$ cat src/rtl/dfifo_pkg.sv
package dfifo_pkg;
  localparam int ST_W   = 7;
  localparam int LVL_W  = 7;
  localparam int B_TXAE = 0;
  localparam int B_RXAF = 1;
  localparam int B_TXUR = 2;
  localparam int B_TXOR = 3;
  localparam int B_RXUR = 4;
  localparam int B_RXOR = 5;
  localparam int B_TRL  = 6;
  localparam int DIR_TX = 0;
  localparam int DIR_RX = 1;
endpackage

$ cat src/rtl/dfifo_mem.sv
module dfifo_mem #(
  parameter int DEPTH = 16,
  parameter int DW    = 8
) (
  input  logic                       clk,
  input  logic                       rst_n,
  input  logic                       flush,
  input  logic                       en,
  input  logic                       push,
  input  logic [DW-1:0]              wdata,
  input  logic                       pop,
  output logic [DW-1:0]              rdata,
  output logic [dfifo_pkg::LVL_W-1:0] level,
  output logic                       full,
  output logic                       empty,
  output logic                       ovr,
  output logic                       unr
);
  localparam int AW = $clog2(DEPTH);
  localparam int CW = $clog2(DEPTH + 1);

  logic [DW-1:0] mem [DEPTH];
  logic [AW-1:0] wp, rp;
  logic [CW-1:0] cnt;
  logic          live, do_push, do_pop;

  assign full    = (cnt == CW'(DEPTH));
  assign empty   = (cnt == '0);
  assign live    = en & ~flush;
  assign do_push = live & push & ~full;
  assign do_pop  = live & pop & ~empty;
  assign ovr     = live & push & full;
  assign unr     = live & pop & empty;
  assign rdata   = mem[rp];
  assign level   = dfifo_pkg::LVL_W'(cnt);

  always_ff @(posedge clk or negedge rst_n) begin
    if (!rst_n) begin
      wp  <= '0;
      rp  <= '0;
      cnt <= '0;
    end else if (flush) begin
      wp  <= '0;
      rp  <= '0;
      cnt <= '0;
    end else begin
      if (do_push) wp <= wp + 1'b1;
      if (do_pop)  rp <= rp + 1'b1;
      cnt <= cnt + CW'(do_push) - CW'(do_pop);
    end
  end

  always_ff @(posedge clk) begin
    if (do_push) mem[wp] <= wdata;
  end
endmodule

$ cat src/rtl/dfifo_trail.sv
module dfifo_trail #(
  parameter int TW = 4
) (
  input  logic          clk,
  input  logic          rst_n,
  input  logic          flush,
  input  logic          rx_push,
  input  logic          rx_empty,
  input  logic [TW-1:0] limit,
  output logic          expire
);
  logic [TW-1:0] cnt;
  logic          armed;

  assign expire = armed & ~rx_push & ~rx_empty & ~flush & (cnt == limit);

  always_ff @(posedge clk or negedge rst_n) begin
    if (!rst_n) begin
      cnt   <= '0;
      armed <= 1'b0;
    end else if (flush) begin
      cnt   <= '0;
      armed <= 1'b0;
    end else if (rx_push) begin
      cnt   <= '0;
      armed <= 1'b1;
    end else if (armed) begin
      if (rx_empty || cnt == limit) armed <= 1'b0;
      else                          cnt   <= cnt + 1'b1;
    end
  end
endmodule

$ cat src/rtl/dfifo_irq.sv
module dfifo_irq #(
  parameter int SW = dfifo_pkg::ST_W
) (
  input  logic          clk,
  input  logic          rst_n,
  input  logic          flush,
  input  logic [SW-1:0] set,
  input  logic          clr_we,
  input  logic [SW-1:0] clr_mask,
  input  logic [SW-1:0] enable,
  output logic [SW-1:0] status,
  output logic          irq
);
  logic [SW-1:0] clr;

  assign clr = clr_we ? clr_mask : '0;
  assign irq = |(status & enable);

  always_ff @(posedge clk or negedge rst_n) begin
    if (!rst_n)     status <= '0;
    else if (flush) status <= '0;
    else            status <= (status & ~clr) | set;
  end
endmodule

$ cat src/rtl/dual_fifo_irq.sv
module dual_fifo_irq
  import dfifo_pkg::*;
#(
  parameter int DEPTH = 16
) (
  input  logic        clk,
  input  logic        rst_n,
  input  logic [31:0] fifo_ctl,
  input  logic        soft_rst,
  input  logic [3:0]  trail_limit,
  input  logic [6:0]  irq_en,
  input  logic        irq_clr_we,
  input  logic [6:0]  irq_clr_mask,
  input  logic        tx_in_valid,
  output logic        tx_in_ready,
  input  logic [7:0]  tx_in_data,
  output logic        tx_out_valid,
  input  logic        tx_out_ready,
  output logic [7:0]  tx_out_data,
  input  logic        rx_in_valid,
  output logic        rx_in_ready,
  input  logic [7:0]  rx_in_data,
  output logic        rx_out_valid,
  input  logic        rx_out_ready,
  output logic [7:0]  rx_out_data,
  output logic [31:0] fifo_status,
  output logic [6:0]  irq_status,
  output logic        irq
);
  localparam int NDIR = 2;

  logic [NDIR-1:0]  f_en, f_push, f_pop, f_full, f_empty, f_ovr, f_unr;
  logic [7:0]       f_wd  [NDIR];
  logic [7:0]       f_rd  [NDIR];
  logic [LVL_W-1:0] f_lvl [NDIR];
  logic [LVL_W-1:0] tx_trig, rx_trig;
  logic [ST_W-1:0]  st_set;
  logic             trail_hit;

  assign f_en[DIR_TX]   = fifo_ctl[1];
  assign f_en[DIR_RX]   = fifo_ctl[0];
  assign rx_trig        = fifo_ctl[10:4];
  assign tx_trig        = fifo_ctl[22:16];
  assign f_push[DIR_TX] = tx_in_valid;
  assign f_push[DIR_RX] = rx_in_valid;
  assign f_pop[DIR_TX]  = tx_out_ready;
  assign f_pop[DIR_RX]  = rx_out_ready;
  assign f_wd[DIR_TX]   = tx_in_data;
  assign f_wd[DIR_RX]   = rx_in_data;

  for (genvar g = 0; g < NDIR; g++) begin : g_dir
    dfifo_mem #(.DEPTH(DEPTH), .DW(8)) u_fifo (
      .clk   (clk),
      .rst_n (rst_n),
      .flush (soft_rst),
      .en    (f_en[g]),
      .push  (f_push[g]),
      .wdata (f_wd[g]),
      .pop   (f_pop[g]),
      .rdata (f_rd[g]),
      .level (f_lvl[g]),
      .full  (f_full[g]),
      .empty (f_empty[g]),
      .ovr   (f_ovr[g]),
      .unr   (f_unr[g])
    );
  end

  assign tx_in_ready  = f_en[DIR_TX] & ~f_full[DIR_TX]  & ~soft_rst;
  assign tx_out_valid = f_en[DIR_TX] & ~f_empty[DIR_TX] & ~soft_rst;
  assign rx_in_ready  = f_en[DIR_RX] & ~f_full[DIR_RX]  & ~soft_rst;
  assign rx_out_valid = f_en[DIR_RX] & ~f_empty[DIR_RX] & ~soft_rst;
  assign tx_out_data  = f_rd[DIR_TX];
  assign rx_out_data  = f_rd[DIR_RX];

  dfifo_trail #(.TW(4)) u_trail (
    .clk      (clk),
    .rst_n    (rst_n),
    .flush    (soft_rst),
    .rx_push  (rx_in_valid & rx_in_ready),
    .rx_empty (f_empty[DIR_RX]),
    .limit    (trail_limit),
    .expire   (trail_hit)
  );

  always_comb begin
    st_set         = '0;
    st_set[B_TXAE] = f_en[DIR_TX] & (f_lvl[DIR_TX] <= tx_trig);
    st_set[B_RXAF] = f_en[DIR_RX] & (f_lvl[DIR_RX] >= rx_trig);
    st_set[B_TXUR] = f_unr[DIR_TX];
    st_set[B_TXOR] = f_ovr[DIR_TX];
    st_set[B_RXUR] = f_unr[DIR_RX];
    st_set[B_RXOR] = f_ovr[DIR_RX];
    st_set[B_TRL]  = trail_hit;
  end

  dfifo_irq #(.SW(ST_W)) u_irq (
    .clk      (clk),
    .rst_n    (rst_n),
    .flush    (soft_rst),
    .set      (st_set),
    .clr_we   (irq_clr_we),
    .clr_mask (irq_clr_mask),
    .enable   (irq_en),
    .status   (irq_status),
    .irq      (irq)
  );

  assign fifo_status = {7'd0, f_empty[DIR_RX], f_full[DIR_RX], f_lvl[DIR_RX],
                        7'd0, f_empty[DIR_TX], f_full[DIR_TX], f_lvl[DIR_TX]};
endmodule

$ cat config.mk
export PLATFORM = sky130hd
export DESIGN_NAME = dual_fifo_irq
export DESIGN_NICKNAME = d
export VERILOG_FILES = /design/src/rtl/dfifo_pkg.sv /design/src/rtl/dfifo_mem.sv /design/src/rtl/dfifo_trail.sv /design/src/rtl/dfifo_irq.sv /design/src/rtl/dual_fifo_irq.sv
export SDC_FILE = /design/constraint.sdc
export NUM_CORES = 1
export LEC_CHECK = 0
export BUFFER_PORTS_ARGS = -buffer_cell sky130_fd_sc_hd__buf_2
export CAP_MARGIN = 20
export CELL_PAD_IN_SITES_DETAIL_PLACEMENT = 0
export CELL_PAD_IN_SITES_GLOBAL_PLACEMENT = 2
export CORE_MARGIN = 2
export CORE_UTILIZATION = 40
export DETAILED_ROUTE_END_ITERATION = 7
export PLACE_DENSITY_LB_ADDON = 0.1
export SLEW_MARGIN = 20
export SYNTH_ARGS = -nofsm -noshare
export SYNTH_HDL_FRONTEND = slang
export SYNTH_SLANG_ARGS = --single-unit
export TNS_END_PERCENT = 20
$ cat constraint.sdc
create_clock -name clk -period 4 [get_ports clk]
set_input_delay 0.4 -clock clk [delete_from_list [all_inputs] [get_ports clk]]
set_output_delay 0.4 -clock clk [all_outputs]
set_load 0.02 [all_outputs]
==> results_dict.tcl, run 1 <==
set metrics [dict create \
    outcome "finished with violations" \
    violations "negative hold slack" \
    place_congestion 0.7331 \
    num_antenna_cells 0 \
    p_int_mw 5.278 \
    synth_cells 730 \
    utilization_pct 46.49 \
    routed_wl_mm 26.36 \
    cts_htree_levels 1 \
    synth-edff-count 256 \
    grt_pass1_wl_mm 40.92 \
    grt_start_max_net_pins 41 \
    antenna_found_initial 0 \
    p_sw_mw 1.779 \
    fp.dieH_microns 181.3 \
    peakVddDrop_uv 339.0 \
    period_needed_ns 3.268 \
    area_growth_syn_to_layout_pct 13.66 \
    max_freq_mhz 306.0 \
    cts_buffer_depth 3 \
    cts_hold_buf 0 \
    hold_violations 9 \
    clk_latency_ns 0.55 \
    setup_viol 0 \
    leakage_nw 5.123 \
    synth.top_cell.area_share_pct 61.12 \
    total_power_mw 7.057 \
    reg2reg_to "g_dir[1].u_fifo.cnt[4]" \
    netlist_area_sq_um 12580 \
    cts_sinks 294 \
    start_kind "flop" \
    synth_top_area_cell "edfxtp_1" \
    crit_family "flip-flops" \
    yosysUniqueCellTypes 55 \
    ys_seq_area_share_pct 68.68 \
    num_rows 64 \
    pwr-share-seq_pct 49.5 \
    synth_top_family_by_area "multiplexers" \
    drtIter0Drc 377 \
    drc 0 \
    tightest_slew_ns 0.9740 \
    cts.clk_slew.worst_paths_ns 0.06 \
    dr.pass1.iters 6 \
    yosysWarnings 0 \
    p_sw_share_pct 25.21 \
    cts_tree "done" \
    cp_slowest_cell "dfrtp_2" \
    antenna_left 0 \
    yosys_most_used_dff "edfxtp_1" \
    cts_root_buf "clkbuf_16" \
    track_usage_pct 16.23 \
    fin_cells 1255 \
    crit_path_end_kind "output pin" \
    worstPathMaxFanout 26 \
    synthAdderAreaFrac_pct 3.601 \
    skew_ns 0.01503 \
    rsz0062_at_grt "no" \
    p_clk_share_pct 36.9 \
    reg2reg_depth 14 \
    detailed_place_hpwl_mm 17.37 \
    overflow 0 \
    synth-compound-area-share_pct 4.049 \
    async_flop_share_pct 12.93 \
    worstPathCellList "buf_4 > mux4_2 > a22oi_1 > nand2_1 > buf_2" \
    r2r-start "g_dir[1].u_fifo.cnt[3]" \
    timing.slew.headroom_pct 35.07 \
    cp.required_ns 3.60 \
    hp-class "in2async" \
    synthMuxAreaShare_pct 11.86 \
    dp_cells 1199 \
    report.final.slew_viol_count 0 \
    finalNetCount 945 \
    crit_type "reg2out" \
    drive_gt1_share_pct 26.31 \
    slowest_delay_ns 0.98 \
    critPathLaunch "g_dir[1].u_fifo.rp[0]" \
    num_vias 6569 \
    avgSynthCellArea_sq_um 17.23 \
    postCtsResizedCells 0 \
    dieWidth_microns 181.3 \
    ys_top_cells_by_area "edfxtp_1 61%, mux4_2 11%, dfrtp_1 7.6%" \
    cap_violations 0 \
    cts_made_buffers 31 \
    synth-simple-area-share_pct 6.944 \
    powerDensity_nw_per_um2 493.6 \
    holdWs_ns -0.006490 \
    start_util_pct 40.90 \
    arrival_ns 2.87 \
    tns_ns 0 \
    io_pins 134 \
    worst-path-buf-inv 2 \
    fp.dieArea_sq_um 32880 \
    synth_xor_area_share_pct 1.184 \
    post_cts_buffers 0 \
    wl_per_cell_microns 21.01 \
    period_share_pct 81.71 \
    core_region_area_sq_um 30750 \
    grt_pass1_vias 7045 \
    routed_via_density 5.234 \
    ys_seq_elements 294 \
    pwr-share-comb_pct 13.5 \
    reg2reg_slack_ns 0.86 \
    numPortBuffers 99 \
]
## power by group through the flow
stage               clock (mW)  combinational (mW)  sequential, mW
floorplan                    0               0.706            3.55
finish                    2.60               0.956            3.50
detailed placement           0               0.968            3.56
CTS                       2.68               0.974            3.50
global route              2.81                1.06            3.51
global placement             0               0.948            3.56
## layer usage
layer | vias to the layer above | GRT usage (%) | part of all wire [%]
li1 | 3005 | - | -
met3 | 34 | 2.560 | 5.1
met4 | 0 | 3.024 | 1.4
met1 | 3369 | 23.30 | 46
met2 | 161 | 26.56 | 47
met5 | - | 0 | 0
## stage by stage
step | area, sq um | worst slack [ns] | hold slack, ns
6_report | 14300 | 0.7317 | -0.006490
4_1_cts | 14300 | 0.6369 | 0.02166
3_3_place_gp | 13380 | 0.9124 | 0.5301
2_1_floorplan | 12640 | 1.141 | 0.1044
3_5_place_dp | 13380 | 0.8745 | 0.5394
5_1_grt | 14300 | 0.5099 | 0.05668
## registers in the layout, summed over array words and instances (netlist names)
register	count
g_dir.u_fifo.wp	8
g_dir.u_fifo.cnt	10
g_dir.u_fifo.mem	256
u_trail.cnt	4
u_irq.status	7
g_dir.u_fifo.rp	8
u_trail.armed	1
## cell families (layout without fill, tap and decap cells)
logic type | count (synthesis) | in the layout
buffers and inverters | 88 | 200
other | 1 | 18
adder cells (fa/ha/maj) | 35 | 35
XOR/XNOR | 17 | 17
AO/OA/AOI/OAI | 72 | 72
multiplexers | 69 | 69
AND/OR/NAND/NOR | 154 | 154
flip-flops | 294 | 294
## synthesized netlist by cell type (3+ instances only)
cell	number
nor2_1	32
clkbuf_1	10
nor3b_1	4
a21o_1	3
buf_6	4
nor3_1	6
xor2_1	10
xnor2_1	7
nand2b_1	5
a22oi_1	34
or3_1	3
edfxtp_1	256
buf_1	6
nand2_1	33
a32oi_1	4
mux4_2	64
nand4_1	3
nand3_1	10
buf_4	24
and4_1	4
ha_1	33
and3_1	7
dfrtp_1	38
a21oi_1	12
inv_1	36
mux2i_1	5
nor2b_1	12
o21ai_0	6
buf_2	7
and2_1	22
## how the worst max path moves through the flow
stage / endpoint / slack, ns / depth (start not counted)
floorplan: g_dir[1].u_fifo.cnt[4] / 1.14 / 15
CTS: rx_out_data[0] / 0.64 / 5
global route: rx_out_data[0] / 0.51 / 5
global placement: g_dir[1].u_fifo.cnt[4] / 0.91 / 14
detailed placement: g_dir[1].u_fifo.cnt[4] / 0.87 / 14
finish: rx_out_data[0] / 0.73 / 5
## area by class of cell
class,instances,area (sq um)
fill,2709,16450
sequential,294,8643
multi-input combinational,365,3543
clock buffer,38,802.0
timing repair buffer,107,555.5
tap,396,495.5
inverter,37,138.9
clock inverter,18,116.4
## placed cells by master (no fill, tap or decap), types with 8 or more instances in the layout
master	count
conb_1	18
clkbuf_16	31
nand2_1	33
ha_1	33
nor2_1	32
nor2b_1	12
a21oi_1	12
buf_4	8
mux4_2	64
nand3_1	10
and2_1	22
a22oi_1	34
edfxtp_1	256
clkinv_1	9
inv_1	36
xor2_1	10
buf_2	99
dfrtp_1	34
Power figures use the tool's default switching activity.
==> run 2: changes to the inputs <==
CORE_UTILIZATION = 39   (was 40)
clock period = 2.75 ns   (was 4 ns; I/O delays follow)
==> results_dict.tcl, run 2 (same netlist as run 1, synthesis figures left out) <==
set metrics [dict create \
    num_rows 65 \
    fill_cells 2703 \
    outcome "complete, no violations" \
    cts.clk_slew.worst_paths_ns 0.06 \
    start_util_pct 39.75 \
    place_congestion 0.7517 \
    dp_cells 1223 \
    reg_top3 "g_dir.u_fifo.mem x256, g_dir.u_fifo.cnt x10" \
    cts_buffer_depth 3 \
    cts_tree "done" \
    leakage_nw 5.360 \
    max_freq_mhz 382.9 \
    report.final.slew_viol_count 0 \
    area_growth_syn_to_layout_pct 17.64 \
    start_kind "flop" \
    overflow 0 \
    fp.dieH_microns 183.6 \
    dr.pass1.iters 5 \
    fp.dieArea_sq_um 33700 \
    numPortBuffers 99 \
    dieWidth_microns 183.6 \
    arrival_ns 2.34 \
    grt_pass1_vias 7118 \
    cts_htree_levels 2 \
    period_share_pct 94.96 \
    peakVddDrop_uv 369.0 \
    tns_ns 0 \
    cap_violations 0 \
    core_region_area_sq_um 31640 \
    routed_via_density 5.254 \
    io_pins 134 \
    routed_wl_mm 26.85 \
    cp_slowest_cell "mux4_2" \
    hp-class "in2reg" \
    crit_path_end_kind "output pin" \
    tightest_slew_ns 0.9159 \
    drive_gt1_share_pct 30.93 \
    period_needed_ns 2.611 \
    final_cell_mix "256 x edfxtp_1, 99 x buf_2, 64 x mux4_2, 35 x clkbuf_16, 34 x dfrtp_1" \
    worstPathCellList "buf_12 > mux4_2 > a22oi_1 > nand2_1 > buf_2" \
    final_area_sq_um 14800 \
    final_common_cell "edfxtp_1" \
    finalNetCount 970 \
    num_vias 6773 \
    utilization_pct 46.77 \
    cp.required_ns 2.48 \
    drc 0 \
    antenna_left 0 \
    grt_pass1_wl_mm 42.30 \
    cts_root_buf "clkbuf_16" \
    clk_latency_ns 0.49 \
    crit_type "reg2out" \
    drtIter0Drc 472 \
    regMostFlops "g_dir.u_fifo.mem" \
    setup_viol 0 \
    fin_cells 1289 \
    slowest_delay_ns 0.55 \
    grt_start_max_net_pins 39 \
    powerDensity_nw_per_um2 753.2 \
    track_usage_pct 16.68 \
    wl_per_cell_microns 20.83 \
    worstPathMaxFanout 16 \
    antenna_found_initial 0 \
    detailed_place_hpwl_mm 17.87 \
    cts_made_buffers 34 \
    largest_register_ffs 256 \
    hold_violations 0 \
    dp_worst_setup_slack_ns 0.07801 \
    cts_sinks 294 \
    setup_slack_ns 0.1386 \
    dpl-instance-area_sq_um 13620 \
    skew_ns 0.009449 \
    timing.slew.headroom_pct 38.94 \
]
[run 2: changes by cell type in the layout (fill, tap and decap cells not counted), sizes merged]
cell,change
buf,+21
bufinv,+3
clkinv,+3
clkinvlp,-1
diode,+1
dlygate4sd3,+1
[run 2: critical path, delay by kind of cell (launching register included)]
family | cells | cell delay, ns
AO/OA/AOI/OAI | 1 | 0.35
buffers and inverters | 2 | 0.39
flip-flops | 1 | 0.44
multiplexers | 1 | 0.55
AND/OR/NAND/NOR | 1 | 0.11
[run 2: metal layers]
metal | up-vias | part of all wire, % | GRT usage (%) | routed length [microns]
met4 | 0 | 1.5 | 4.032 | 409
met5 | - | 0 | 0 | 0
met3 | 28 | 5.2 | 3.209 | 1383
li1 | 3066 | - | - | -
met2 | 179 | 48 | 26.49 | 12950
met1 | 3500 | 45 | 23.85 | 12110
[run 2: power by group]
group | switching [mW] | internal, mW
sequential | 0.0840 | 4.94
clock | 1.74 | 2.71
combinational | 0.933 | 0.738
total | 2.76 | 8.39
[run 2: layout make-up]
cell class	instances	area [sq um]	share of cell area [%]
diodes	1	2.502	0.01691
clock buffers	38	887.1	5.996
clock inverters	23	226.5	1.531
inverters	37	138.9	0.9387
multi-input cells	365	3621	24.47
flip-flops and latches	294	8643	58.42
well taps	402	503.0	3.400
repair buffers	129	773.2	5.226
[run 2: through the flow]
step	hold WS (ns)	total power, mW
2_1_floorplan	-0.02059	6.255
3_3_place_gp	0.4722	6.719
3_5_place_dp	0.4842	6.759
4_1_cts	0.04516	11.24
5_1_grt	0.05224	11.66
6_report	0.06326	11.14
[run 2: timing repair]
item                       in CTS  in global routing
setup endpoints to repair       3                  4
hold endpoints to repair       38                  0
cloned                          0                  0
pin swaps                       0                  1
hold buffers                    1                  0
buffers inserted                1                  2
resized for setup               0                  7
[run 2: final timing paths]
kind                                         from                     end  slack, ns  depth (start not counted)
min in group asynchronous                   rst_n          u_trail.cnt[1]       0.45                          2
hold / removal                    irq_clr_mask[6]         u_irq.status[6]       0.06                          4
max in group asynchronous                   rst_n   g_dir[0].u_fifo.rp[0]       1.65                          2
setup reg to reg           g_dir[1].u_fifo.cnt[2]  g_dir[1].u_fifo.cnt[4]       0.15                         14
setup / recovery            g_dir[1].u_fifo.rp[0]          rx_out_data[2]       0.14                          5
hold reg to reg                   u_irq.status[5]         u_irq.status[5]       0.56                          2
==> run 3: changes to the inputs <==
CELL_PAD_IN_SITES_DETAIL_PLACEMENT = 2   (was 0)
CORE_UTILIZATION = 40   (was 39)
clock period = 2.45 ns   (was 2.75 ns; I/O delays follow)
==> results_dict.tcl, run 3 (same netlist as run 1, synthesis figures left out) <==
set metrics [dict create \
    report.final.slew_viol_count 0 \
    start_kind "flop" \
    fp.dieArea_sq_um 32880 \
    setup_viol 14 \
    clk_latency_ns 0.55 \
    wl_per_cell_microns 24.51 \
    io_pins 134 \
    fp.dieH_microns 181.3 \
    timing.slew.headroom_pct 37.23 \
    outcome "finished with violations" \
    drtIter0Drc 406 \
    rsz0062_at_grt "yes" \
    drc 0 \
    cts_tree "done" \
    peakVddDrop_uv 429.7 \
    skew_ns 0.008801 \
    drive_gt1_share_pct 37.34 \
    max_freq_mhz 379.2 \
    period_share_pct 107.6 \
    tightest_slew_ns 0.9416 \
    powerDensity_nw_per_um2 810.5 \
    reg_top3 "g_dir.u_fifo.mem x256, g_dir.u_fifo.cnt x10" \
    regMostFlops "g_dir.u_fifo.mem" \
    place_congestion 0.7663 \
    utilization_pct 49.73 \
    arrival_ns 3.07 \
    min_to "u_irq.status[2]" \
    grt_start_max_net_pins 39 \
    cts.clk_slew.worst_paths_ns 0.07 \
    final_cell_mix "256 x edfxtp_1, 97 x buf_2, 65 x buf_4, 64 x mux4_2, 34 x dfrtp_1" \
    dr.pass1.iters 4 \
    setup_slack_ns -0.1873 \
    numPortBuffers 99 \
    antenna_found_initial 0 \
    leakage_nw 5.564 \
    cts_sinks 294 \
    crit_type "reg2reg" \
    worstPathMaxFanout 2 \
    largest_register_ffs 256 \
    total_power_mw 12.39 \
    finalNetCount 1017 \
    min_delay_path_depth 3 \
    grt_pass1_wl_mm 49.82 \
    routed_wl_mm 32.54 \
    cap_violations 0 \
    hold_violations 0 \
    period_needed_ns 2.637 \
    start_util_pct 40.90 \
    cp.required_ns 2.88 \
    num_antenna_cells 0 \
    dieWidth_microns 181.3 \
    violations "negative setup slack" \
    routed_via_density 5.355 \
    area_growth_syn_to_layout_pct 21.58 \
    cts_buffer_depth 3 \
    detailed_place_hpwl_mm 22.44 \
    track_usage_pct 19.96 \
    grt_pass1_vias 8187 \
    hp-start "tx_out_ready" \
    crit_path_end_kind "flop" \
    overflow 0 \
    reg2reg_slack_ns -0.19 \
    final_common_cell "edfxtp_1" \
    cts_made_buffers 31 \
    hp-class "in2reg" \
    reg2reg_to "g_dir[1].u_fifo.cnt[2]" \
    num_vias 7112 \
    r2r-start "g_dir[1].u_fifo.cnt[2]" \
    num_rows 64 \
    dp_worst_setup_slack_ns -0.2843 \
    antenna_left 0 \
    reg2reg_depth 15 \
    cts_root_buf "clkbuf_16" \
    fill_cells 2869 \
    core_region_area_sq_um 30750 \
    cts_htree_levels 1 \
]
-- run 3: per-stage QoR --
step | hold slack (ns) | setup TNS (ns) | cell area (sq um) | instances
6_report | 0.01500 | -0.6399 | 15290 | 1328
5_1_grt | 0.02815 | -2.639 | 15290 | 1328
4_1_cts | 0.004128 | -1.460 | 15070 | 1316
3_5_place_dp | 0.4514 | -0.6702 | 13840 | 1244
3_3_place_gp | 0.4393 | -0.1310 | 13840 | 1244
2_1_floorplan | -0.05059 | -0.6735 | 12700 | 747
-- run 3: metal layers --
metal	GRT usage [%]	vias to the layer above	routed length [microns]
li1	-	3154	-
met4	3.415	0	420
met5	0	-	0
met2	35.43	165	16730
met1	26.65	3759	14180
met3	2.620	34	1212
-- run 3: power breakdown --
group          switching [mW]  internal [mW]  leakage, nW
Sequential             0.0849           5.55         2.82
Clock                    1.92           2.44        0.440
Combinational            1.25           1.16         2.31
-- run 3: repair_timing --
action / 4_1_cts / 5_1_grt
hold buffers: 4 / 0
gates cloned: 1 / 2
endpoints found under the setup margin: 20 / 23
pin swaps: 15 / 9
endpoints found under the hold margin: 41 / 0
resized for setup: 35 / 22
buffers inserted: 10 / 10
-- run 3: cell type report --
cell class | instances | area [sq um] | share of cell area [%]
multi-input combinational | 365 | 3812 | 24.93
timing repair buffer | 179 | 1272 | 8.322
clock buffer | 42 | 817.0 | 5.343
clock inverter | 15 | 108.9 | 0.7119
tap | 396 | 495.5 | 3.240
sequential | 294 | 8643 | 56.53
inverter | 37 | 141.4 | 0.9246
-- run 3: how the worst max path moves through the flow --
stage / startpoint / end / slack (ns) / cells past startpoint
6_report: g_dir[1].u_fifo.cnt[2] / g_dir[1].u_fifo.cnt[2] / -0.19 / 15
3_5_place_dp: g_dir[1].u_fifo.cnt[3] / g_dir[1].u_fifo.cnt[4] / -0.28 / 14
3_3_place_gp: g_dir[1].u_fifo.cnt[3] / g_dir[1].u_fifo.cnt[4] / -0.13 / 14
2_1_floorplan: g_dir[1].u_fifo.cnt[3] / g_dir[1].u_fifo.cnt[4] / -0.28 / 15
5_1_grt: g_dir[1].u_fifo.cnt[2] / g_dir[1].u_fifo.cnt[2] / -0.27 / 15
4_1_cts: g_dir[1].u_fifo.cnt[3] / g_dir[1].u_fifo.cnt[4] / -0.17 / 14
-- run 3: worst max-delay path, cell delays in order, from the launching register on --
cell	delay, ns
dfrtp_2	0.41
inv_2	0.09
ha_4	0.13
or4b_4	0.47
nand3_4	0.08
inv_2	0.05
ha_4	0.22
inv_4	0.05
ha_4	0.13
inv_2	0.04
fa_2	0.39
nor2b_4	0.14
buf_4	0.11
buf_4	0.10
buf_6	0.08
nor3_1	0.03
